## src/rtl/gtmr_pkg.sv

```systemverilog
package gtmr_pkg;
  localparam int REG_ADDR_W = 3;
  localparam logic [REG_ADDR_W-1:0] ADDR_CNT_LO = 3'd0;
  localparam logic [REG_ADDR_W-1:0] ADDR_CNT_HI = 3'd1;
  localparam logic [REG_ADDR_W-1:0] ADDR_PER_LO = 3'd2;
  localparam logic [REG_ADDR_W-1:0] ADDR_PER_HI = 3'd3;
  localparam logic [REG_ADDR_W-1:0] ADDR_CTRL   = 3'd4;
  localparam logic [REG_ADDR_W-1:0] ADDR_CLR    = 3'd5;
  localparam int CTL_W = 6;

  // strobes from control to datapath
  typedef struct packed {
    logic ldLo;
    logic ldHi;
    logic ldPerLo;
    logic ldPerHi;
    logic step;
    logic wrapOn;
  } dpStrobe_t;
endpackage

```

## src/rtl/gtmr_datapath.sv

```systemverilog
module gtmr_datapath
  import gtmr_pkg::*;
#(
  parameter int HALF_W = 16
) (
  input  logic                  clk,
  input  logic                  rstN,
  input  dpStrobe_t             strobe,
  input  logic [HALF_W-1:0]     wrData,
  output logic [2*HALF_W-1:0]   count,
  output logic                  hitNow
);
  localparam int CNT_W = 2 * HALF_W;

  logic [CNT_W-1:0] cntQ;
  logic [CNT_W-1:0] perQ;
  logic [CNT_W-1:0] nextVal;

  always_comb begin
    if (strobe.wrapOn && (cntQ == perQ)) nextVal = '0;
    else                                 nextVal = cntQ + CNT_W'(1);
  end

  // a match is an increment that lands on the period value
  assign hitNow = strobe.step && (nextVal == perQ) && (nextVal != cntQ);
  assign count  = cntQ;

  always_ff @(posedge clk or negedge rstN) begin
    if (!rstN) begin
      cntQ <= '0;
    end else if (strobe.ldLo || strobe.ldHi) begin
      if (strobe.ldLo) cntQ[HALF_W-1:0]     <= wrData;
      if (strobe.ldHi) cntQ[CNT_W-1:HALF_W] <= wrData;
    end else if (strobe.step) begin
      cntQ <= nextVal;
    end
  end

  always_ff @(posedge clk or negedge rstN) begin
    if (!rstN) begin
      perQ <= '1;
    end else begin
      if (strobe.ldPerLo) perQ[HALF_W-1:0]     <= wrData;
      if (strobe.ldPerHi) perQ[CNT_W-1:HALF_W] <= wrData;
    end
  end
endmodule

```

## src/rtl/gtmr_ctrl.sv

```systemverilog
module gtmr_ctrl
  import gtmr_pkg::*;
#(
  parameter int PSC_W = 8
) (
  input  logic                  clk,
  input  logic                  rstN,
  input  logic                  tickEn,
  input  logic                  sleep,
  input  logic                  gateIn,
  input  logic                  wrEn,
  input  logic [REG_ADDR_W-1:0] wrAddr,
  input  logic [CTL_W-1:0]      ctlData,
  input  logic                  hitNow,
  output dpStrobe_t             strobe,
  output logic                  adcTrig,
  output logic                  intFlag,
  output logic                  intOut
);
  logic             ctlEn, ctlExt, ctlGate, ctlIe;
  logic [1:0]       ctlSel;
  logic             gS1, gS2, gPrev;
  logic [PSC_W-1:0] pscCnt;
  logic [PSC_W-1:0] pscLim;
  logic             trigQ, flagQ;
  logic             gatedMode, run, wrCtl, wrCnt, pscClr, pscDone, gateFall, flagClr;

  always_comb begin
    case (ctlSel)
      2'd0:    pscLim = PSC_W'(0);
      2'd1:    pscLim = PSC_W'(7);
      2'd2:    pscLim = PSC_W'(63);
      default: pscLim = PSC_W'(255);
    endcase
  end

  assign gatedMode = ctlEn & ~ctlExt & ctlGate;
  assign run       = ctlEn & ~ctlExt & ~sleep & tickEn & (~gatedMode | gS2);
  assign wrCtl     = wrEn & (wrAddr == ADDR_CTRL);
  assign wrCnt     = wrEn & ((wrAddr == ADDR_CNT_LO) | (wrAddr == ADDR_CNT_HI));
  assign pscClr    = ctlEn & (wrCtl | wrCnt);
  assign pscDone   = run & (pscCnt >= pscLim);
  assign gateFall  = gatedMode & gPrev & ~gS2;
  assign flagClr   = wrEn & (wrAddr == ADDR_CLR) & ctlData[0];

  always_comb begin
    strobe.ldLo    = wrEn & (wrAddr == ADDR_CNT_LO);
    strobe.ldHi    = wrEn & (wrAddr == ADDR_CNT_HI);
    strobe.ldPerLo = wrEn & (wrAddr == ADDR_PER_LO);
    strobe.ldPerHi = wrEn & (wrAddr == ADDR_PER_HI);
    strobe.step    = pscDone & ~pscClr & ~wrCnt;
    strobe.wrapOn  = ~gatedMode;
  end

  always_ff @(posedge clk or negedge rstN) begin
    if (!rstN) begin
      ctlEn   <= 1'b0;
      ctlExt  <= 1'b0;
      ctlGate <= 1'b0;
      ctlSel  <= 2'd0;
      ctlIe   <= 1'b0;
    end else if (wrCtl) begin
      ctlEn   <= ctlData[0];
      ctlExt  <= ctlData[1];
      ctlGate <= ctlData[2];
      ctlSel  <= ctlData[4:3];
      ctlIe   <= ctlData[5];
    end
  end

  always_ff @(posedge clk or negedge rstN) begin
    if (!rstN) begin
      gS1   <= 1'b0;
      gS2   <= 1'b0;
      gPrev <= 1'b0;
    end else begin
      gS1   <= gateIn;
      gS2   <= gS1;
      gPrev <= gS2;
    end
  end

  always_ff @(posedge clk or negedge rstN) begin
    if (!rstN)        pscCnt <= '0;
    else if (pscClr)  pscCnt <= '0;
    else if (pscDone) pscCnt <= '0;
    else if (run)     pscCnt <= pscCnt + PSC_W'(1);
  end

  always_ff @(posedge clk or negedge rstN) begin
    if (!rstN) begin
      trigQ <= 1'b0;
      flagQ <= 1'b0;
    end else begin
      trigQ <= hitNow;
      flagQ <= (flagQ & ~flagClr) | hitNow | gateFall;
    end
  end

  assign adcTrig = trigQ;
  assign intFlag = flagQ;
  assign intOut  = flagQ & ctlIe;
endmodule

```

## src/rtl/gate_timer32.sv

```systemverilog
module gate_timer32
  import gtmr_pkg::*;
#(
  parameter int HALF_W = 16,
  parameter int PSC_W  = 8
) (
  input  logic                  clk,
  input  logic                  rstN,
  input  logic                  tickEn,
  input  logic                  sleep,
  input  logic                  gateIn,
  input  logic                  wrEn,
  input  logic [REG_ADDR_W-1:0] wrAddr,
  input  logic [HALF_W-1:0]     wrData,
  output logic [2*HALF_W-1:0]   countOut,
  output logic                  adcTrig,
  output logic                  intFlag,
  output logic                  intOut
);
  dpStrobe_t strobe;
  logic      hitNow;

  gtmr_ctrl #(.PSC_W(PSC_W)) uCtrl (
    .clk(clk), .rstN(rstN), .tickEn(tickEn), .sleep(sleep), .gateIn(gateIn),
    .wrEn(wrEn), .wrAddr(wrAddr), .ctlData(wrData[CTL_W-1:0]), .hitNow(hitNow),
    .strobe(strobe), .adcTrig(adcTrig), .intFlag(intFlag), .intOut(intOut)
  );

  gtmr_datapath #(.HALF_W(HALF_W)) uDp (
    .clk(clk), .rstN(rstN), .strobe(strobe), .wrData(wrData),
    .count(countOut), .hitNow(hitNow)
  );
endmodule

```

## config.mk

```make
export PLATFORM = sky130hd
export DESIGN_NAME = gate_timer32
export DESIGN_NICKNAME = d
export VERILOG_FILES = /design/src/rtl/gtmr_pkg.sv /design/src/rtl/gtmr_datapath.sv /design/src/rtl/gtmr_ctrl.sv /design/src/rtl/gate_timer32.sv
export SDC_FILE = /design/constraint.sdc
export NUM_CORES = 1
export LEC_CHECK = 0
export ABC_AREA = 1
export BUFFER_PORTS_ARGS = -buffer_cell sky130_fd_sc_hd__buf_4
export CORE_MARGIN = 2
export CORE_UTILIZATION = 45
export CTS_BUF_LIST = sky130_fd_sc_hd__clkbuf_8
export DETAILED_ROUTE_END_ITERATION = 8
export MAX_ROUTING_LAYER = met4
export SLEW_MARGIN = 40
export SYNTH_ARGS = -nofsm -noshare
export SYNTH_HDL_FRONTEND = slang
export SYNTH_SLANG_ARGS = --single-unit
export TNS_END_PERCENT = 30
```

## constraint.sdc

```tcl
create_clock -name clk -period 2.65 [get_ports clk]
set_input_delay 0.53 -clock clk [delete_from_list [all_inputs] [get_ports clk]]
set_output_delay 0.53 -clock clk [all_outputs]
set_load 0.01 [all_outputs]
```

==> out/results.md, run 1 <==
| Step | Item | Reported |
| --- | --- | --- |
| grt | Total global routing overflow | 0 |
| cts | Clock root buffer | clkbuf_8 |
| routing | Antenna Violating Nets Remaining | 0 |
| synthesis | Sequential area share after synthesis | 36.1% |
| critical path | Count of cell instances traversed by the critical path | 14 |
| power | Internal power | 3.17 mW |
| cts | CTS Sinks | 83 |
| timing | Min Clock Period, post-route | 2.45 ns |
| placed design | Pre-CTS WS | 0.171 ns |
| synthesis | Net count after synthesis | 919 |
| timing | Worst-case headroom to the max-slew limit | 68.0% |
| critical path | Worst reg-to-reg setup slack | 0.20 ns |
| critical path | Most common cell on crit path | nand2_1 |
| routing | Starting DRT DRC Count | 501 |
| power | Share of power burned in registers | 38.4% |
| synthesis | Total number of yosys warnings | 0 |
| timing | Crit share post-route | 92.4% |
| floorplanning | Vertical die dimension | 118 microns |
| cts | Clock tree from TritonCTS | yes |
| placed design | GP Congestion | 1.03 |
| finish | Final cell count without fillers | 1129 |
| status | Outcome | completed |
| synthesis | Primary flip-flop cell chosen by synthesis mapping | dfrtp_1 |
| critical path | Crit Reg-Reg Endpoint | uCtrl.intFlag |
| cts | Buffers from clock root to sink, at most | 2 |
| timing | Setup repair after global routing missed its margin | yes |
| placed design | Number of input and output port buffers inserted | 59 |
| critical path | Worst R2R Path Depth | 14 |
| synthesis | Gate count of the mapped netlist | 884 |
| timing | Hold Violations, Final | 0 |
| finish | Fin nets | 987 |
| synthesis | Register bit count reported by yosys | 83 |
| critical path | Crit-path cells | nand2_1 > nor2_1 > and3_1 > xor2_1 > nand2_1 > nand2_1 > nand2_1 > nor2_1 > nand2_1 > nor2_1 > nand2_1 > nor2_1 > nand2_1 > nand2_1 |
| routing | Detailed-route wire length per cell | 18.3 microns |
| cts | Worst-Skew Late Latency | 0.38 ns |
| synthesis | Top post-synthesis cells by area | dfrtp_1 22%, nand2_1 19%, dfstp_2 14% |
| floorplanning | Total core area | 12700 sq um |
| critical path | Critical path endpoint category | register |
| grt | Via count of the first global-routing pass | 5763 |
| critical path | Setup crit start kind | register |
| timing | Pin slew with the least headroom to its limit | 0.480 ns |
| critical path | Origin of the critical flop-to-flop path | uDp.count[9] |
| critical path | Cell class contributing the biggest share of worst-path delay | simple AND/OR/NAND/NOR gates |
| critical path | Master of the slowest instance on the critical path | dfrtp_2 |
| routing | Post-detailed-routing wire length | 20600 microns |
| synthesis | Number of distinct library cells after synthesis | 37 |
| placed design | Placed wire-length estimate after detailed placement | 16400 microns |
| critical path | Worst endpoint data arrival time | 2.77 ns |
| floorplanning | Die width | 118 microns |
| finish | Area Overhead vs Synth | 17.3% |
| synthesis | Area share of the largest cell type after synthesis | 21.7% |
| floorplanning | Number of primary I/O pins | 60 |
| synthesis | Cell taking the most area after synthesis | dfrtp_1 |
| timing | Final worst slack | 0.200 ns |
| grt | Pin count of the biggest net entering global routing | 37 |
| floorplanning | Initial cell density of the core | 46.3% |
| routing | Total DRC errors in the routed layout | 0 |
| cts | Clock buffer count from CTS | 9 |
| finish | Diode count | 0 |
| timing | Final Skew | 0.0103 ns |
| floorplanning | Die area | 14000 sq um |
| hold path | Class of the worst hold path | in2async |
| power | Worst vdd rail ir drop | 471 uV |
| grt | Antenna violations before repair | 0 |
| critical path | Required time at the worst-slack endpoint | 2.97 ns |
| power | Switching power summed over all nets | 2.49 mW |
| power | Switching power as a share of total power | 44.0% |
| critical path | Maximum fanout along the worst path | 5 |
| power | Power Dens Cells | 822 nW/um^2 |
| critical path | Peak per-stage delay on the critical path | 0.44 ns |
| grt | Total global routing track utilization | 30.9% |
| synthesis | Synthesized cell area | 5870 sq um |
| power | Proportion of power drawn by combinational gates | 42.2% |
| timing | Max Clk Rate | 408 MHz |
| timing | Final-report max-slew violation count | 0 |
| power | Clk pwr share | 19.4% |
| finish | Ratio of cells with drive above 1 in the final layout | 18.0% |
| synthesis | Proportion of synthesized flip-flops having asynchronous set or reset | 100% |
| routing | Detailed Routing Iterations Pass 1 | 5 |
| floorplanning | Count of standard-cell rows | 41 |
| routing | Detail-routed via count per cell | 5.37 |
| flow run | Count of maximum capacitance violations | 0 |
| grt | First-pass GRT wire length | 32200 microns |
| synthesis | Number of enable flip-flop cells after synthesis | 0 |
| routing | Total number of vias | 6063 |
| timing | Final number of setup-violating endpoints | 0 |
| critical path | Count of buffering cells on the critical path with inverters included | 0 |
| power | Leak pwr | 3.39 nW |
| cts | Depth of the CTS H-tree | 3 |
| finish | End-of-flow core utilization | 54.4% |
| critical path | Type of the setup path with the least slack | reg2reg |
| cts | Clock transition at the registers of the reported paths | 0.10 ns |
| synthesis | Mean cell area of the mapped netlist | 6.64 sq um |
| placed design | Cells after DPL | 1112 |
==> cells by family after synthesis <==
| group | count (synthesis) | synth area share (%) |
|---|---|---|
| AO/OA/AOI/OAI | 117 | 10.3 |
| AND/OR/NAND/NOR | 490 | 35.1 |
| buffers and inverters | 138 | 9.53 |
| flip-flops | 83 | 36.1 |
| adder cells (fa/ha/maj) | 10 | 2.13 |
| XOR/XNOR | 46 | 6.86 |
==> power groups by stage <==
stage,Clock [mW],Sequential [mW],Combinational [mW]
final,1.10,2.18,2.39
after global routing,1.15,2.22,2.68
after CTS,1.12,2.15,2.36
after detailed placement,0,2.17,2.35
after global placement,0,2.16,2.34
after floorplan,0,2.03,1.45
==> stage by stage <==
stage	hold WS (ns)	TNS [ns]	area, sq um	power [mW]
after global placement	0.347	0	6600	4.50
after CTS	0.117	0	6830	5.63
after floorplan	0.234	0	5870	3.48
after detailed placement	0.362	0	6600	4.52
after global routing	0.139	-0.0426	6890	6.05
final	0.105	0	6890	5.66
==> worst max-delay path by stage <==
stage	from	end	slack, ns
6_report	uDp.count[9]	uCtrl.intFlag	0.20
3_3_place_gp	uDp.count[9]	uCtrl.intFlag	0.17
5_1_grt	uDp.count[30]	uCtrl.intFlag	-0.03
3_5_place_dp	uDp.count[9]	uCtrl.intFlag	0.17
2_1_floorplan	uDp.count[0]	uCtrl.intFlag	0.60
4_1_cts	uDp.count[9]	uCtrl.intFlag	0.16
==> routing by layer <==
layer | up-vias | GRT usage [%] | share of wire (%)
met5 | - | - | 0
met1 | 2837 | 42.2 | 45
li1 | 2932 | - | -
met2 | 249 | 45.6 | 44
met4 | 0 | 14.5 | 4.0
met3 | 45 | 3.86 | 7.1
==> worst register-to-register path: stages (launching register included) <==
cell,delay (ns)
dfrtp_2,0.44
nand2_1,0.21
nor2_1,0.33
and3_1,0.43
xor2_1,0.22
nand2_1,0.10
nand2_1,0.09
nand2_1,0.05
nor2_1,0.08
nand2_1,0.06
nor2_1,0.08
nand2_1,0.09
nor2_1,0.09
nand2_1,0.07
nand2_1,0.06
==> registers in the layout, indices dropped and copies added, names as in the netlist <==
signal         cells
uCtrl.adcTrig      1
uCtrl.ctlEn        1
uCtrl.ctlExt       1
uCtrl.ctlGate      1
uCtrl.ctlIe        1
uCtrl.ctlSel       2
uCtrl.gPrev        1
uCtrl.gS1          1
uCtrl.gS2          1
uCtrl.intFlag      1
uCtrl.pscCnt       8
uDp.count         32
uDp.perQ          32
==> area by class of cell <==
class	instances	area (sq um)
Timing Repair Buffer	87	673
Multi-Input combinational cell	663	3240
Clock inverter	6	93.8
Fill cell	1285	5780
Inverter	108	405
Tap cell	172	215
Clock buffer	10	138
Sequential cell	83	2130
==> timing repair <==
| item | in CTS | in global routing |
|---|---|---|
| setup buffers | 0 | 1 |
| endpoints found under the setup margin | 0 | 8 |
| resized for setup | 0 | 19 |
| hold buffers | 0 | 0 |
==> cells in the mapped netlist (10+ instances only) <==
cell type  count
nand2_1      302
o21ai_0       99
inv_1         96
nor2_1        86
dfrtp_1       51
nand3_1       46
dfstp_2       32
xor2_1        32
clkbuf_1      16
nand3b_1      15
xnor2_1       14
nand4_1       11
ha_1          10
inv_2         10
==> cells in the final DEF, fill, tap and decap left out, types with 4 or more instances in the layout <==
cell type | netlist | final
nand4_1 | 11 | 11
clkbuf_8 | 0 | 10
dfrtp_1 | 51 | 43
inv_1 | 96 | 95
nor4_1 | 7 | 7
a31oi_1 | 4 | 4
nand3b_1 | 15 | 15
ha_1 | 10 | 10
inv_2 | 10 | 11
dfrtp_2 | 0 | 8
dfstp_2 | 32 | 32
nor2_1 | 86 | 82
buf_4 | 2 | 84
xor2_1 | 32 | 31
nor3_1 | 9 | 9
xnor2_1 | 14 | 14
o21ai_0 | 99 | 98
nand3_1 | 46 | 45
nor2_2 | 5 | 7
nand2_1 | 302 | 301
a21oi_1 | 7 | 7
Note: power is estimated with default switching activity, not from simulation.
==> run 2: changes to the inputs <==
Settings changed: ABC_AREA 1 to 0, GPL_TIMING_DRIVEN from default to 0.
==> out/results.md, run 2 <==
| Step | Item | Reported |
| --- | --- | --- |
| status | Outcome | finished with violations |
| status | Violations in the final reports | negative setup slack |
| critical path | Crit Reg-Reg Endpoint | uCtrl.intFlag |
| synthesis | Total number of yosys warnings | 0 |
| grt | First-pass GRT wire length | 32200 microns |
| floorplanning | Initial cell density of the core | 45.5% |
| routing | Total DRC errors in the routed layout | 0 |
| synthesis | Area share of the largest cell type after synthesis | 22.5% |
| timing | Setup repair after global routing missed its margin | yes |
| floorplanning | Vertical die dimension | 116 microns |
| finish | Area Overhead vs Synth | 29.8% |
| synthesis | Proportion of synthesized flip-flops having asynchronous set or reset | 100% |
| power | Leak pwr | 2.97 nW |
| floorplanning | Number of primary I/O pins | 60 |
| critical path | Required time at the worst-slack endpoint | 2.92 ns |
| critical path | Worst R2R Path Depth | 9 |
| synthesis | Number of enable flip-flop cells after synthesis | 0 |
| cts | Clock tree from TritonCTS | yes |
| grt | Total global routing overflow | 0 |
| critical path | Worst endpoint data arrival time | 3.30 ns |
| cts | CTS Sinks | 83 |
| timing | Worst hold margin | 0.177 ns |
| finish | Commonest cells after routing, fill and taps aside | 98 x buf_4, 53 x nor2_1, 49 x xnor2_1, 44 x dfrtp_1, 39 x mux2_2 |
| synthesis | Sequential area share after synthesis | 37.3% |
| synthesis | Register bit count reported by yosys | 83 |
| finish | Number of filler cells placed in the layout | 1147 |
| synthesis | Cell taking the most area after synthesis | dfrtp_1 |
| timing | Min Clock Period, post-route | 3.02 ns |
| placed design | Number of input and output port buffers inserted | 59 |
| synthesis | Primary flip-flop cell chosen by synthesis mapping | dfrtp_1 |
| placed design | Pre-CTS WS | -0.773 ns |
| critical path | Maximum fanout along the worst path | 5 |
| routing | Starting DRT DRC Count | 578 |
| timing | Final worst slack | -0.374 ns |
| power | Pwr Total | 5.10 mW |
| routing | Total number of vias | 5592 |
| timing | Max Clk Rate | 331 MHz |
| grt | Pin count of the biggest net entering global routing | 84 |
| synthesis | Synthesized cell area | 5670 sq um |
| flow run | Count of maximum capacitance violations | 0 |
| cts | Worst-Skew Late Latency | 0.38 ns |
| synthesis | Leading post-synthesis cells by instance count | 55 x nor2_1, 52 x xnor2_1, 51 x dfrtp_1, 45 x o21ai_0, 39 x mux2_2 |
| placed design | GP Congestion | 0.986 |
| finish | Fin nets | 771 |
| grt | Antenna violations before repair | 0 |
| cts | Depth of the CTS H-tree | 3 |
| timing | Pin slew with the least headroom to its limit | 0.986 ns |
| cts | Clock buffer count from CTS | 9 |
| critical path | Type of the setup path with the least slack | reg2reg |
| cts | Clock transition at the registers of the reported paths | 0.08 ns |
| routing | Detail-routed via count per cell | 6.12 |
| critical path | Worst reg-to-reg setup slack | -0.37 ns |
| timing | Crit share post-route | 114% |
| routing | Detailed-route wire length per cell | 23.9 microns |
| critical path | Critical path endpoint category | register |
| timing | Hold Violations, Final | 0 |
| cts | Clock root buffer | clkbuf_8 |
| synthesis | Most frequently used cell type in the post-synthesis netlist | nor2_1 |
| floorplanning | Total core area | 12500 sq um |
| power | Power Dens Cells | 693 nW/um^2 |
| cts | Buffers from clock root to sink, at most | 2 |
| timing | Final-report max-slew violation count | 0 |
| grt | Via count of the first global-routing pass | 5223 |
| routing | Detailed Routing Iterations Pass 1 | 5 |
| grt | Total global routing track utilization | 34.1% |
| synthesis | Gate count of the mapped netlist | 626 |
| floorplanning | Die area | 13500 sq um |
| timing | Final Skew | 0.0121 ns |
| critical path | Setup crit start kind | register |
| routing | Post-detailed-routing wire length | 21900 microns |
| power | Worst vdd rail ir drop | 408 uV |
| timing | Worst-case headroom to the max-slew limit | 34.2% |
| critical path | Origin of the critical flop-to-flop path | uDp.perQ[29] |
| placed design | Placed wire-length estimate after detailed placement | 15600 microns |
| timing | TNS Setup | -3.93 ns |
| timing | Final number of setup-violating endpoints | 34 |
| synthesis | Number of distinct library cells after synthesis | 61 |
| finish | Diode count | 0 |
| routing | Antenna Violating Nets Remaining | 0 |
| synthesis | Mean cell area of the mapped netlist | 9.06 sq um |
| finish | Ratio of cells with drive above 1 in the final layout | 37.2% |
| floorplanning | Count of standard-cell rows | 41 |
| finish | Commonest non-fill, non-tap cell in the layout | buf_4 |
| finish | End-of-flow core utilization | 59.1% |
| hold path | Class of the worst hold path | in2async |
| synthesis | Net count after synthesis | 661 |
| floorplanning | Die width | 116 microns |
| synthesis | Top post-synthesis cells by area | dfrtp_1 23%, dfstp_2 15%, xnor2_1 8.0% |
## run 2: changes by cell type in the layout (fill, tap and decap cells not counted), moves of 14 or more
cell / change
inv_1: -69
xnor2_1: +35
nand3b_1: -14
buf_4: +14
a21oi_1: +22
o21ai_0: -83
nand3_1: -29
mux2_2: +39
nand2_1: -271
nor2_1: -29
o21ai_1: +30
o22ai_1: +17
## run 2: cell type report
class	instances	area, sq um	share of cell area (%)
Clock inverter	4	23.8	0.323
Buffer	35	304	4.13
Multi-Input combinational cell	476	3580	48.7
Timing Repair Buffer	105	848	11.5
Clock buffer	12	165	2.24
Sequential cell	83	2130	28.9
Inverter	26	97.6	1.33
Tap cell	172	215	2.92
## run 2: through the flow
step,area [sq um],instances
finish,7360,913
detailed placement,6400,857
global route,7360,913
CTS,7060,899
global placement,6390,857
floorplan,5730,626
## run 2: worst max-delay path: stages, from the launching register on
cell,delay (ns)
dfstp_2,0.61
xor2_4,0.12
or4_4,0.57
nor4_4,0.34
nand3_4,0.17
buf_8,0.18
a22o_1,0.23
o2111a_1,0.15
and4_1,0.23
a311o_2,0.30
## run 2: cell families (layout without fill, tap and decap cells)
group / count (synthesis) / after routing / synth area share, %
XOR/XNOR: 72 / 72 / 11.4
AND/OR/NAND/NOR: 207 / 207 / 19.5
multiplexers: 42 / 42 / 8.27
buffers and inverters: 67 / 182 / 4.96
AO/OA/AOI/OAI: 144 / 144 / 16.2
adder cells (fa/ha/maj): 11 / 11 / 2.38
flip-flops: 83 / 83 / 37.3
## run 2: worst max-delay path by stage
stage	from	to	slack (ns)
4_1_cts	uDp.count[0]	uCtrl.intFlag	-0.31
2_1_floorplan	uDp.count[1]	uCtrl.intFlag	-0.07
3_5_place_dp	uDp.count[0]	uCtrl.intFlag	-0.77
5_1_grt	uDp.perQ[29]	uCtrl.intFlag	-0.46
6_report	uDp.perQ[29]	uCtrl.intFlag	-0.37
3_3_place_gp	uDp.count[0]	uCtrl.intFlag	-0.78
## run 2: power by group
group	total [mW]	switching, mW	internal [mW]
logic	2.11	1.10	1.01
clock network	0.913	0.498	0.415
registers	2.07	0.453	1.62
total	5.10	2.05	3.05
## run 2: repair_timing
item	4_1_cts	5_1_grt
hold buffers	0	0
cloned	3	1
resized for setup	61	70
setup buffers	27	15
endpoints found under the setup margin	34	34
pin swaps	10	16
endpoints found under the hold margin	0	0
## run 2: layer usage
layer | vias to the layer above | global-route usage [%] | part of all wire (%)
met5 | - | - | 0
met4 | 0 | 13.9 | 3.5
met3 | 55 | 7.37 | 8.5
met2 | 285 | 50.2 | 47
met1 | 2745 | 45.7 | 41
li1 | 2507 | - | -
==> run 3: changes to the inputs <==
Settings changed: CTS_BUF_LIST sky130_fd_sc_hd__clkbuf_8 to default.
==> out/results.md, run 3 (synthesis gave the netlist of run 2 again) <==
| Step | Item | Reported |
| --- | --- | --- |
| finish | Fin nets | 769 |
| critical path | Crit-path cells | xor2_4 > or4_4 > nor4_4 > nand3_2 > and3_1 > o21ai_0 > a32oi_1 > and4_1 > a311o_2 |
| floorplanning | Total core area | 12500 sq um |
| cts | Clock transition at the registers of the reported paths | 0.06 ns |
| cts | CTS Sinks | 83 |
| critical path | Peak per-stage delay on the critical path | 0.59 ns |
| finish | Total area of sequential cells | 2130 sq um |
| grt | Pin count of the biggest net entering global routing | 84 |
| routing | Antenna Violating Nets Remaining | 0 |
| critical path | Count of buffering cells on the critical path with inverters included | 0 |
| finish | Commonest cells after routing, fill and taps aside | 98 x buf_4, 50 x xnor2_1, 48 x nor2_1, 43 x dfrtp_1, 39 x mux2_2 |
| routing | Total number of vias | 5559 |
| placed design | Pre-CTS WS | -0.773 ns |
| critical path | Worst endpoint data arrival time | 3.25 ns |
| grt | First-pass GRT wire length | 32000 microns |
| routing | Detail-routed via count per cell | 6.10 |
| critical path | Cell class contributing the biggest share of worst-path delay | simple AND/OR/NAND/NOR gates |
| floorplanning | Number of primary I/O pins | 60 |
| critical path | Critical path endpoint category | register |
| critical path | Worst R2R Path Depth | 9 |
| status | Outcome | finished with violations |
| critical path | Maximum fanout along the worst path | 4 |
| finish | End-of-flow core utilization | 59.2% |
| finish | Area Overhead vs Synth | 30.1% |
| cts | Depth of the CTS H-tree | 3 |
| timing | Pin slew with the least headroom to its limit | 0.781 ns |
| routing | Total DRC errors in the routed layout | 0 |
| power | Switching power as a share of total power | 38.2% |
| grt | Antenna violations before repair | 0 |
| timing | Max Clk Rate | 332 MHz |
| finish | Final Instance Area | 7380 sq um |
| cts | Buffers from clock root to sink, at most | 2 |
| critical path | Type of the setup path with the least slack | reg2reg |
| timing | Min Clock Period, post-route | 3.01 ns |
| cts | Clock root buffer | clkbuf_16 |
| routing | Starting DRT DRC Count | 476 |
| critical path | Setup crit start kind | register |
| routing | Detailed-route wire length per cell | 24.2 microns |
| routing | Detailed Routing Iterations Pass 1 | 5 |
| floorplanning | Initial cell density of the core | 45.5% |
| hold path | Class of the worst hold path | in2async |
| placed design | Number of input and output port buffers inserted | 59 |
| critical path | Worst reg-to-reg setup slack | -0.36 ns |
| grt | Via count of the first global-routing pass | 5242 |
| critical path | Required time at the worst-slack endpoint | 2.88 ns |
| floorplanning | Vertical die dimension | 116 microns |
| timing | Final-report max-slew violation count | 0 |
| timing | Final Skew | 0.00879 ns |
| power | Leak pwr | 3.01 nW |
| finish | Final cell count without fillers | 911 |
| placed design | Cells after DPL | 857 |
| cts | Worst-Skew Late Latency | 0.35 ns |
| placed design | DP Area | 6400 sq um |
| timing | Worst hold margin | 0.209 ns |
| power | Proportion of power drawn by combinational gates | 38.9% |
| floorplanning | Die area | 13500 sq um |
| floorplanning | Count of standard-cell rows | 41 |
| cts | Clock tree from TritonCTS | yes |
| grt | Total global routing track utilization | 33.9% |
| status | Violations in the final reports | negative setup slack |
| power | Pwr Total | 5.41 mW |
| critical path | Crit Reg-Reg Endpoint | uCtrl.intFlag |
| timing | Final worst slack | -0.364 ns |
| placed design | Placed wire-length estimate after detailed placement | 15600 microns |
| timing | Worst-case headroom to the max-slew limit | 47.9% |
| power | Switching power summed over all nets | 2.07 mW |
| timing | Final number of setup-violating endpoints | 31 |
| placed design | GP Congestion | 0.986 |
| grt | Total global routing overflow | 0 |
| power | Clk pwr share | 22.8% |
| power | Internal power | 3.35 mW |
| timing | Crit share post-route | 114% |
| finish | Number of filler cells placed in the layout | 1138 |
| finish | Commonest non-fill, non-tap cell in the layout | buf_4 |
| timing | TNS Setup | -1.96 ns |
| power | Share of power burned in registers | 38.3% |
| finish | Ratio of cells with drive above 1 in the final layout | 36.0% |
| critical path | Origin of the critical flop-to-flop path | uDp.perQ[29] |
| flow run | Count of maximum capacitance violations | 0 |
| power | Power Dens Cells | 733 nW/um^2 |
| finish | Area of the multi-input gates | 3510 sq um |
| floorplanning | Die width | 116 microns |
| timing | Hold Violations, Final | 0 |
| timing | Setup repair after global routing missed its margin | yes |
| routing | Post-detailed-routing wire length | 22000 microns |
| critical path | Master of the slowest instance on the critical path | dfstp_2 |
| cts | Clock buffer count from CTS | 9 |
| finish | Diode count | 0 |
| power | Worst vdd rail ir drop | 478 uV |
[run 3: power groups by stage]
stage | sequential [mW] | combinational (mW) | clock [mW]
after floorplan | 1.94 | 1.18 | 0
after global placement | 2.03 | 1.82 | 0
after detailed placement | 2.05 | 1.83 | 0
after CTS | 2.04 | 2.00 | 1.26
after global routing | 2.10 | 2.27 | 1.30
final | 2.07 | 2.10 | 1.23
[run 3: worst register-to-register path, delay by kind of cell, from the launching register on]
family	cells	cell delay [ns]
AND/OR/NAND/NOR	5	1.45
XOR/XNOR	1	0.12
flip-flops	1	0.59
AO/OA/AOI/OAI	3	0.74
[run 3: routing by layer]
layer / share of wire (%) / global-route usage [%] / up-vias / wire length [microns]
met5: 0 / - / - / 0
met4: 3.7 / 15.7 / 0 / 820
met2: 46 / 49.9 / 261 / 10000
met3: 8.2 / 8.35 / 54 / 1810
li1: - / - / 2495 / -
met1: 42 / 44.1 / 2749 / 9350
[run 3: timing repair]
action	in CTS	in global routing
hold endpoints to repair	0	0
endpoints found under the setup margin	34	34
cloned	3	2
buffers inserted	18	22
hold buffers	0	0
pin swaps	8	17
resized for setup	56	68
[run 3: final cells by class]
cell class              count  share of cell area, %
plain buffers              34                   3.92
clock buffers              12                   3.61
multi-input cells         476                   47.5
clock inverters             4                  0.322
repair buffers            104                   11.5
inverters                  26                   1.32
flip-flops and latches     83                   28.8
well taps                 172                   2.92
[run 3: worst max path at each step]
stage / cells past startpoint / end / start / slack (ns)
2_1_floorplan: 11 / uCtrl.intFlag / uDp.count[1] / -0.07
3_3_place_gp: 10 / uCtrl.intFlag / uDp.count[0] / -0.78
3_5_place_dp: 10 / uCtrl.intFlag / uDp.count[0] / -0.77
4_1_cts: 11 / uCtrl.intFlag / uDp.count[0] / -0.32
5_1_grt: 9 / uCtrl.intFlag / uDp.perQ[29] / -0.46
6_report: 9 / uCtrl.intFlag / uDp.perQ[29] / -0.36
